===== src/rtl/adc_bus_pkg.sv =====
`timescale 1ns/1ps
package adc_bus_pkg;
    localparam int DATA_W  = 10;
    localparam int CH_W    = 3;
    localparam int NUM_STB = 3;
    localparam int STB_CS  = 2;
    localparam int STB_WR  = 1;
    localparam int STB_RD  = 0;

    // Control word; the bit order is what the host writes.
    typedef struct packed {
        logic            irq_mode;
        logic            pwr_down;
        logic            half_scale;
        logic            dual;
        logic [CH_W-1:0] ch_b;
        logic [CH_W-1:0] ch_a;
    } ctrl_t;

    localparam int CTRL_W = $bits(ctrl_t);

    typedef enum logic [1:0] {
        SEQ_IDLE   = 2'd0,
        SEQ_CONV_A = 2'd1,
        SEQ_CONV_B = 2'd2
    } seq_state_e;
endpackage


===== src/rtl/adc_strobe_sync.sv =====
`timescale 1ns/1ps
module adc_strobe_sync #(
    parameter int N      = 3,
    parameter int STAGES = 2
) (
    input  logic         clk,
    input  logic         rst_n,
    input  logic [N-1:0] pin,
    output logic [N-1:0] lvl,
    output logic [N-1:0] rise,
    output logic [N-1:0] fall
);
    typedef struct packed {
        logic [STAGES-1:0][N-1:0] pipe;
        logic [N-1:0]             prev;
    } sync_reg_t;

    sync_reg_t q, d;

    always_comb begin
        d         = q;
        d.pipe[0] = pin;
        for (int s = 1; s < STAGES; s++) begin
            d.pipe[s] = q.pipe[s-1];
        end
        d.prev = q.pipe[STAGES-1];
    end

    always_ff @(posedge clk or negedge rst_n) begin
        if (!rst_n) begin
            q <= '1;
        end else begin
            q <= d;
        end
    end

    assign lvl  = q.pipe[STAGES-1];
    assign rise = q.pipe[STAGES-1] & ~q.prev;
    assign fall = ~q.pipe[STAGES-1] & q.prev;
endmodule


===== src/rtl/adc_conv_seq.sv =====
`timescale 1ns/1ps
module adc_conv_seq
    import adc_bus_pkg::*;
(
    input  logic              clk,
    input  logic              rst_n,
    input  logic              wr_evt,
    input  logic              rd_begin,
    input  logic              strobe_fall,
    input  logic [DATA_W-1:0] data_in,
    input  logic              conv_done,
    output ctrl_t             ctrl,
    output logic              conv_start,
    output logic              conv_abort,
    output logic [CH_W-1:0]   ch_sel,
    output logic              status_n,
    output logic              load_a,
    output logic              load_b,
    output logic              set_done
);
    typedef struct packed {
        seq_state_e      state;
        ctrl_t           ctrl;
        logic [CH_W-1:0] ch;
        logic            start;
        logic            abort;
        logic            irq;
        logic            status_n;
    } seq_reg_t;

    localparam seq_reg_t SEQ_RST = '{
        state:    SEQ_IDLE,
        ctrl:     '0,
        ch:       '0,
        start:    1'b0,
        abort:    1'b0,
        irq:      1'b0,
        status_n: 1'b1
    };

    seq_reg_t q, d;
    ctrl_t    new_ctrl;
    logic     running;

    always_comb begin
        d        = q;
        d.start  = 1'b0;
        d.abort  = 1'b0;
        load_a   = 1'b0;
        load_b   = 1'b0;
        set_done = 1'b0;
        new_ctrl = ctrl_t'(data_in[CTRL_W-1:0]);
        running  = (q.state != SEQ_IDLE);

        if (wr_evt) begin
            d.ctrl  = new_ctrl;
            d.abort = running;
            if (new_ctrl.pwr_down) begin
                d.state = SEQ_IDLE;
            end else begin
                d.state = SEQ_CONV_A;
                d.start = 1'b1;
                d.ch    = new_ctrl.ch_a;
            end
        end else if (rd_begin && running) begin
            d.abort = 1'b1;
            d.state = SEQ_IDLE;
        end else if (conv_done && running) begin
            if (q.state == SEQ_CONV_A) begin
                load_a = 1'b1;
                if (q.ctrl.dual) begin
                    d.state = SEQ_CONV_B;
                    d.start = 1'b1;
                    d.ch    = q.ctrl.ch_b;
                end else begin
                    d.state  = SEQ_IDLE;
                    set_done = 1'b1;
                end
            end else begin
                load_b   = 1'b1;
                d.state  = SEQ_IDLE;
                set_done = 1'b1;
            end
        end

        // Interrupt flag: cleared by a strobe falling edge, set by completion.
        if (strobe_fall) begin
            d.irq = 1'b0;
        end
        if (set_done) begin
            d.irq = 1'b1;
        end
        if (d.ctrl.pwr_down) begin
            d.irq = 1'b0;
        end

        if (d.ctrl.irq_mode) begin
            d.status_n = ~d.irq;
        end else begin
            d.status_n = (d.state == SEQ_IDLE);
        end
    end

    always_ff @(posedge clk or negedge rst_n) begin
        if (!rst_n) begin
            q <= SEQ_RST;
        end else begin
            q <= d;
        end
    end

    assign ctrl       = q.ctrl;
    assign conv_start = q.start;
    assign conv_abort = q.abort;
    assign ch_sel     = q.ch;
    assign status_n   = q.status_n;
endmodule


===== src/rtl/adc_result_bank.sv =====
`timescale 1ns/1ps
module adc_result_bank #(
    parameter int DW = 10
) (
    input  logic          clk,
    input  logic          rst_n,
    input  logic          load_a,
    input  logic          load_b,
    input  logic [DW-1:0] result,
    input  logic          clr_ptr,
    input  logic          step_ptr,
    input  logic          dual,
    output logic [DW-1:0] rd_data
);
    typedef struct packed {
        logic [DW-1:0] res_a;
        logic [DW-1:0] res_b;
        logic          ptr;
    } bank_reg_t;

    bank_reg_t q, d;

    always_comb begin
        d = q;
        if (load_a) begin
            d.res_a = result;
        end
        if (load_b) begin
            d.res_b = result;
        end
        if (clr_ptr) begin
            d.ptr = 1'b0;
        end else if (step_ptr && dual) begin
            d.ptr = ~q.ptr;
        end
    end

    always_ff @(posedge clk or negedge rst_n) begin
        if (!rst_n) begin
            q <= '0;
        end else begin
            q <= d;
        end
    end

    assign rd_data = (dual && q.ptr) ? q.res_b : q.res_a;
endmodule


===== src/rtl/adc_bus_ctrl.sv =====
`timescale 1ns/1ps
module adc_bus_ctrl
    import adc_bus_pkg::*;
(
    input  logic              clk,
    input  logic              rst_n,
    input  logic              cs_n,
    input  logic              wr_n,
    input  logic              rd_n,
    input  logic [DATA_W-1:0] data_in,
    output logic [DATA_W-1:0] data_out,
    output logic              data_oe,
    output logic              conv_start,
    output logic              conv_abort,
    output logic [CH_W-1:0]   ch_sel,
    output logic              half_scale,
    output logic              power_down,
    input  logic              conv_done,
    input  logic [DATA_W-1:0] conv_result,
    output logic              status_n
);
    logic [NUM_STB-1:0] stb_pin, stb_lvl, stb_rise, stb_fall;
    logic               sel;
    logic               wr_evt, rd_begin, rd_end, strobe_fall;
    logic               unused_cs_edges;
    logic               load_a, load_b, set_done;
    ctrl_t              ctrl;
    logic               cfg_irq;

    assign stb_pin[STB_CS] = cs_n;
    assign stb_pin[STB_WR] = wr_n;
    assign stb_pin[STB_RD] = rd_n;

    adc_strobe_sync #(.N(NUM_STB), .STAGES(2)) i_sync (
        .clk  (clk),
        .rst_n(rst_n),
        .pin  (stb_pin),
        .lvl  (stb_lvl),
        .rise (stb_rise),
        .fall (stb_fall)
    );

    assign sel             = ~stb_lvl[STB_CS];
    assign wr_evt          = sel & stb_rise[STB_WR];
    assign rd_begin        = sel & stb_fall[STB_RD];
    assign rd_end          = sel & stb_rise[STB_RD];
    assign strobe_fall     = sel & (stb_fall[STB_WR] | stb_fall[STB_RD]);
    assign unused_cs_edges = stb_rise[STB_CS] ^ stb_fall[STB_CS];

    adc_conv_seq i_seq (
        .clk        (clk),
        .rst_n      (rst_n),
        .wr_evt     (wr_evt),
        .rd_begin   (rd_begin),
        .strobe_fall(strobe_fall),
        .data_in    (data_in),
        .conv_done  (conv_done),
        .ctrl       (ctrl),
        .conv_start (conv_start),
        .conv_abort (conv_abort),
        .ch_sel     (ch_sel),
        .status_n   (status_n),
        .load_a     (load_a),
        .load_b     (load_b),
        .set_done   (set_done)
    );

    adc_result_bank #(.DW(DATA_W)) i_bank (
        .clk     (clk),
        .rst_n   (rst_n),
        .load_a  (load_a),
        .load_b  (load_b),
        .result  (conv_result),
        .clr_ptr (wr_evt | set_done),
        .step_ptr(rd_end),
        .dual    (ctrl.dual),
        .rd_data (data_out)
    );

    assign data_oe    = ~cs_n & ~rd_n;
    assign half_scale = ctrl.half_scale;
    assign power_down = ctrl.pwr_down;
    assign cfg_irq    = ctrl.irq_mode;
endmodule


===== config.mk =====
export PLATFORM = sky130hd
export DESIGN_NAME = adc_bus_ctrl
export DESIGN_NICKNAME = d
export VERILOG_FILES = /design/src/rtl/adc_bus_pkg.sv /design/src/rtl/adc_strobe_sync.sv /design/src/rtl/adc_conv_seq.sv /design/src/rtl/adc_result_bank.sv /design/src/rtl/adc_bus_ctrl.sv
export SDC_FILE = /design/constraint.sdc
export NUM_CORES = 1
export LEC_CHECK = 0
export BUFFER_PORTS_ARGS = -buffer_cell sky130_fd_sc_hd__buf_2
export CORE_MARGIN = 2
export CORE_UTILIZATION = 45
export DETAILED_ROUTE_END_ITERATION = 12
export PLACE_DENSITY = 0.69
export SYNTH_ARGS = -nofsm -noshare
export SYNTH_HDL_FRONTEND = slang
export SYNTH_SLANG_ARGS = --single-unit

===== constraint.sdc =====
create_clock -name clk -period 1.6 [get_ports clk]
set_clock_uncertainty 0.2 [all_clocks]
set_input_delay 0.08 -clock clk [delete_from_list [all_inputs] [get_ports clk]]
set_output_delay 0.08 -clock clk [all_outputs]
set_load 0.005 [all_outputs]

==> flow_summary_export.csv, run 1 <==
group,metric,value,unit
routing,drtIter0Drc,48,
sta,fin_ws,-0.2512,ns
outcome,failed_checks,"negative setup slack",
routing,drcViolationCount,0,
synth,synth-edff-count,0,
global_routing,grt_pass1_wl,7.893,mm
global_routing,antenna_found_initial,0,
floorplan,fp.coreArea,0.004294,mm²
setup_path,crit_chain,"nand2b_4 -> a21o_1 -> and3_4 -> clkbuf_16 -> mux2_4",
synth,yosysTopAreaCellShare,45.34,%
pwr,vdd_drop_max,0.5565,mV
sta,relSlewSlack,71.88,%
global_routing,grt_pass1_vias,1572,
global_routing,use_met3,4.473,%
sta,drv_slew,0,
setup_path,crit_path_end_kind,"flip-flop",
final_layout,fillers,282,
final_layout,antenna_cells,0,
pwr,p_leak,1.475,nW
cts,clkSlewWorstSetupHoldPaths,0.09,ns
global_routing,overflow,0,
sta,post-route-period-util,115.7,%
cts,cts_root_buf,"clkbuf_8",
place,place_congestion,0.7622,
routing,drt-total-wl,5.055,mm
synth,synth_flop_cell,"dfrtp_1",
routing,drt_first_pass_iters,4,
synth,yosys-top-cells-count,"36 x dfrtp_1, 20 x mux2_4, 17 x mux2_2",
setup_path,timing.rr.end,"i_bank.q[16]$_DFFE_PN0P_",
cts,clock_latency,0.30,ns
cts,cts.sink_count,45,
synth,syn_area,0.001987,mm²
synth,async_flop_share,100.0,%
final_layout,nNetsFinal,259,
synth,synth_cells,137,
floorplan,std_cell_rows,24,
setup_path,cp-start-kind,"flip-flop",
global_routing,busiest_layer,"met2",
synth,synth.area.top_cells,"dfrtp_1 45%, mux2_4 15%, dfstp_2 12%",
sta,hold_viol,0,
final_layout,syn_to_final_growth,52.20,%
global_routing,grtUsageTotal,20.72,%
sta,fmax,540.2,MHz
place,dp.cells,245,
setup_path,path_delay_family,"flip-flops",
place,port_buffers,44,
synth,yosys_register_bits,45,
cts,cts-buffers-inserted,5,
synth,syn_avg_cell_area,14.50,µm²
synth,synth.yosys.seq_area_share,57.24,%
job,maxCapViolCount,0,
sta,whs,0.03557,ns
synth,synth_cell_types,31,
global_routing,grt_max_degree,20,
sta,fin_crit,1.851,ns
global_routing,use_met2,35.22,%
setup_path,reg2reg_from,"i_sync.q[1]$_DFF_PN1_",
setup_path,rr_worst_depth,5,
pwr,powerDensity,1110,mW/mm²
cts,clk_path_buf_depth,2,
setup_path,r2r_slack,-0.25,ns
global_routing,gr-usage-met1,25.64,%
floorplan,die_x,70.45,µm
synth,syn_nets,163,
worst_hold_path,hp-class,"primary input to async pin",
routing,vias_per_cell,5.126,
setup_path,cp_num_buf_inv,1,
setup_path,crit_required,1.59,ns
synth,synth_largest_area_cell,"dfrtp_1",
sta,worst_slew_pin_slew,0.4217,ns
floorplan,initial_utilization,46.27,%
cts,cts_tree,"built",
floorplan,die-area,0.004963,mm²
setup_path,slowest_delay,0.55,ns
place,preCtsSetupSlack,-0.1878,ns
final_layout,drive_above_1_share,61.54,%
sta,grt_setup_unrepaired,"true",
setup_path,worstPathArrival,1.84,ns
setup_path,critPathSlowestCell,"dfstp_2",
place,hpwl,3.067,mm
setup_path,cp_max_fo,5,
synth,yosys_warnings,0,
routing,wire_per_inst,17.67,µm
routing,vias,1466,
sta,setup_viol_count_final,41,
floorplan,die_h,70.45,µm
floorplan,num_io_pins,45,
cts,htreeDepth,2,
routing,drtAntennaViolNets,0,
setup_path,worstSetupPathType,"flip-flop to flip-flop",
outcome,status,"finished with violations",
final_layout,final_cells,286,
synth,yosysMostFrequentCell,"dfrtp_1",
[stage by stage]
step / total power (W) / setup TNS (ns) / cell area (µm²) / util (%)
2_1_floorplan: 0.001973 / -3.123 / 1991 / -
3_3_place_gp: 0.002226 / -3.776 / 2382 / 55.48
3_5_place_dp: 0.002289 / -5.076 / 2382 / 55.48
4_1_cts: 0.003278 / -4.997 / 2928 / 68.18
5_1_grt: 0.003508 / -7.814 / 3024 / 70.43
6_report: 0.003358 / -6.110 / 3024 / 70.43
[sequential cells by signal, summed over array words and instances (netlist names)]
name / flops
i_sync.q: 2
i_sync.lvl: 3
i_sync.d: 3
i_bank.q: 21
i_seq.status_n: 1
i_seq.ch_sel: 3
i_seq.q: 3
i_seq.conv_start: 1
i_seq.conv_abort: 1
i_seq.ctrl: 7
[final cells by class]
type                       count  area [µm²]  share of cell area [%]
sequential                    45        1137                   37.61
clock buffer                   5       68.82                   2.276
inverter                       3       11.26                  0.3724
clock inverter                 3       17.52                  0.5792
tap                           52       65.06                   2.151
timing repair buffer          96       807.0                   26.69
multi-input combinational     82       917.1                   30.33
[placed cells by master, fill, tap and decap left out, types with 3 or more instances in the layout]
cell,n
nor2_1,3
dfrtp_1,36
clkbuf_8,5
buf_2,34
nand2_1,6
dlygate4sd3_1,25
mux2_4,37
buf_6,13
buf_4,20
nor2_2,3
inv_1,3
dfstp_2,9
nand2_2,3
[report_power, final]
part | leakage, nW | internal [W] | switching [W]
Clock | 0.0439 | 0.000302 | 0.000395
Sequential | 0.550 | 0.00137 | 0.000159
Combinational | 0.881 | 0.000775 | 0.000352
[worst max-delay path by stage]
stage                                       start                        to  cells after the start  slack [ns]
after floorplan             i_sync.q[1]$_DFF_PN1_  i_bank.q[11]$_DFFE_PN0P_                      5       -0.16
after global placement    i_sync.lvl[1]$_DFF_PN1_  i_seq.status_n$_DFF_PN1_                      6       -0.15
after detailed placement  i_sync.lvl[1]$_DFF_PN1_  i_seq.status_n$_DFF_PN1_                      6       -0.19
after CTS                 i_sync.lvl[0]$_DFF_PN1_   i_bank.q[4]$_DFFE_PN0P_                      4       -0.20
after global routing        i_sync.q[1]$_DFF_PN1_   i_bank.q[4]$_DFFE_PN0P_                      4       -0.28
final                       i_sync.q[1]$_DFF_PN1_  i_bank.q[16]$_DFFE_PN0P_                      5       -0.25
[kinds of logic after synthesis]
family | share of synthesized area [%]
flip-flops | 57.24
multiplexers | 25.25
AND/OR/NAND/NOR | 8.438
AO/OA/AOI/OAI | 5.163
buffers and inverters | 3.463
XOR/XNOR | 0.4409
[layer usage]
metal	vias to the layer above	share of wire (%)	wire length, µm
li1	667	-	-
met1	757	43	2192
met2	36	52	2610
met3	6	3.3	168
met4	0	1.6	83
met5	-	0	0
[what timing repair did]
action / CTS / global route
gates resized for setup: 40 / 9
setup endpoints to repair: 44 / 43
setup buffers: 5 / 1
hold buffers: 25 / 0
pin swaps: 8 / 4
hold endpoints to repair: 78 / 0
gates cloned: 0 / 2
Note: power is estimated with default switching activity, not from simulation.
==> run 2: changes to the inputs <==
- PLACE_DENSITY: 0.69 -> 0.68
- SYNTH_HIERARCHICAL: default -> 1
==> flow_summary_export.csv, run 2 <==
group,metric,value,unit
global_routing,grtUsageTotal,21.71,%
pwr,clkPwrFrac,29.6,%
sta,fin_ws,-0.7168,ns
floorplan,die-area,0.004992,mm²
final_layout,syn_to_final_growth,54.82,%
pwr,p_leak,1.469,nW
pwr,seq_power_share,44.9,%
cts,cts-buffers-inserted,5,
routing,vias,1530,
sta,hold_viol,0,
setup_path,crit_path_end_kind,"flip-flop",
job,maxCapViolCount,0,
final_layout,drive_above_1_share,62.30,%
pwr,power,0.003402,W
setup_path,critPathSlowestCell,"dfstp_2",
routing,vias_per_cell,5.169,
routing,drtAntennaViolNets,0,
floorplan,std_cell_rows,24,
final_layout,top_register,"i_bank/q",
pwr,combPwrFrac,25.5,%
global_routing,overflow,0,
sta,relSlewSlack,64.09,%
floorplan,initial_utilization,46.24,%
setup_path,worstPathArrival,2.32,ns
final_layout,largest_reg_flops,21,
final_layout,post-route-util,71.59,%
final_layout,fin_area,0.003095,mm²
place,hpwl,2.954,mm
cts,cts_tree,"built",
synth,synth_cells,150,
global_routing,grt_pass1_wl,8.321,mm
sta,worst_slew_pin_slew,0.5387,ns
final_layout,mostFrequentLayoutCell,"buf_2",
final_layout,final_cells,296,
final_layout,nNetsFinal,269,
setup_path,crit_required,1.60,ns
pwr,powerDensity,1099,mW/mm²
final_layout,final_cell_mix,"44 x buf_2, 35 x dfrtp_1, 25 x dlygate4sd3_1",
pwr,switching_power,0.0008517,W
synth,syn_area,0.001999,mm²
place,placedInstanceArea,0.002357,mm²
routing,wire_per_inst,17.58,µm
cts,clkSlewWorstSetupHoldPaths,0.09,ns
setup_path,slowest_delay,0.53,ns
global_routing,grt_pass1_vias,1698,
synth,syn_nets,176,
floorplan,die_h,70.66,µm
cts,cts.sink_count,45,
cts,htreeDepth,2,
floorplan,num_io_pins,45,
pwr,vdd_drop_max,0.7314,mV
cts,clock_latency,0.30,ns
sta,grt_setup_unrepaired,"true",
sta,fin_crit,2.317,ns
place,place_congestion,0.8417,
routing,drtIter0Drc,73,
global_routing,antenna_found_initial,0,
setup_path,cp-start-kind,"flip-flop",
synth,syn_avg_cell_area,13.33,µm²
sta,drv_slew,0,
sta,fmax,431.6,MHz
floorplan,fp.coreArea,0.004324,mm²
pwr,p_int,0.002550,W
routing,drt_first_pass_iters,4,
outcome,failed_checks,"negative setup slack",
synth,yosys_warnings,6,
worst_hold_path,hp-class,"primary input to async pin",
routing,drt-total-wl,5.205,mm
global_routing,grt_max_degree,25,
final_layout,antenna_cells,0,
routing,drcViolationCount,0,
floorplan,die_x,70.66,µm
sta,post-route-period-util,144.8,%
sta,setup_viol_count_final,47,
sta,final.setup.tns,-20.52,ns
setup_path,crit_chain,"and2b_2 -> and2b_1 -> or3b_4 -> nor3_4 -> buf_6 -> mux2_2",
setup_path,worstSetupPathType,"flip-flop to flip-flop",
place,dp.cells,249,
cts,cts_root_buf,"clkbuf_8",
setup_path,cp_max_fo,10,
pwr,switching_share,25.04,%
place,port_buffers,44,
cts,clk_path_buf_depth,2,
outcome,status,"finished with violations",
## run 2: routing by layer
layer	vias to the layer above	GRT usage, %	routed length, µm
li1	703	-	-
met1	766	26.55	2131
met2	49	36.90	2709
met3	12	5.840	230
met4	0	8.386	134
met5	-	0	0
## run 2: power by group through the flow
| stage | Combinational, W | Clock, W | Sequential, W |
|---|---|---|---|
| floorplan | 0.000442 | 0 | 0.00148 |
| global placement | 0.000614 | 0 | 0.00151 |
| detailed placement | 0.000644 | 0 | 0.00153 |
| CTS | 0.000817 | 0.00102 | 0.00152 |
| global route | 0.000939 | 0.00108 | 0.00156 |
| finish | 0.000867 | 0.00101 | 0.00153 |
## run 2: path summary, 6_finish.rpt
| path | start | endpoint | slack (ns) | cells after the start |
|---|---|---|---|---|
| hold / removal | rst_n | i_seq/ch_sel[0]$_DFFE_PN0P_ | 0.11 | 2 |
| max in group asynchronous | rst_n | i_bank/q[5]$_DFFE_PN0P_ | 0.58 | 3 |
| min in group clk | i_sync/d[8]$_DFF_PN1_ | i_sync/lvl[2]$_DFF_PN1_ | 0.16 | 0 |
| setup / recovery | i_sync/lvl[0]$_DFF_PN1_ | i_bank/q[16]$_DFFE_PN0P_ | -0.72 | 6 |
| hold reg to reg | i_sync/d[8]$_DFF_PN1_ | i_sync/lvl[2]$_DFF_PN1_ | 0.16 | 0 |
| setup reg to reg | i_sync/lvl[0]$_DFF_PN1_ | i_bank/q[16]$_DFFE_PN0P_ | -0.72 | 6 |
## run 2: critical path, delay by kind of cell (launching register included)
| family | cells | cell delay [ns] |
|---|---|---|
| muxes | 1 | 0.36 |
| and+or+nand+nor | 4 | 0.95 |
| DFF | 1 | 0.53 |
| buffers and inverters | 1 | 0.18 |
## run 2: metrics by stage
stage / hold slack (ns) / setup slack [ns]
finish: 0.1087 / -0.7168
global route: 0.1498 / -0.7980
CTS: 0.1085 / -0.6858
detailed placement: -0.1141 / -0.6942
global placement: -0.1233 / -0.6603
floorplan: -0.4156 / -0.6665
## run 2: repair_timing
item,4_1_cts,5_1_grt
setup endpoints to repair,47,47
gates resized for setup,42,14
gates cloned,1,1
pin swaps,9,9
hold buffers,25,0
hold endpoints to repair,80,0
buffers inserted,9,5
## run 2: layout make-up
cell class                 count  area (µm²)
clock buffer                   5       68.82
clock inverter                 3       65.06
fill                         294        1229
inverter                       6       22.52
multi-input combinational     88       959.7
sequential                    45        1139
tap                           52       65.06
timing repair buffer          97       775.7
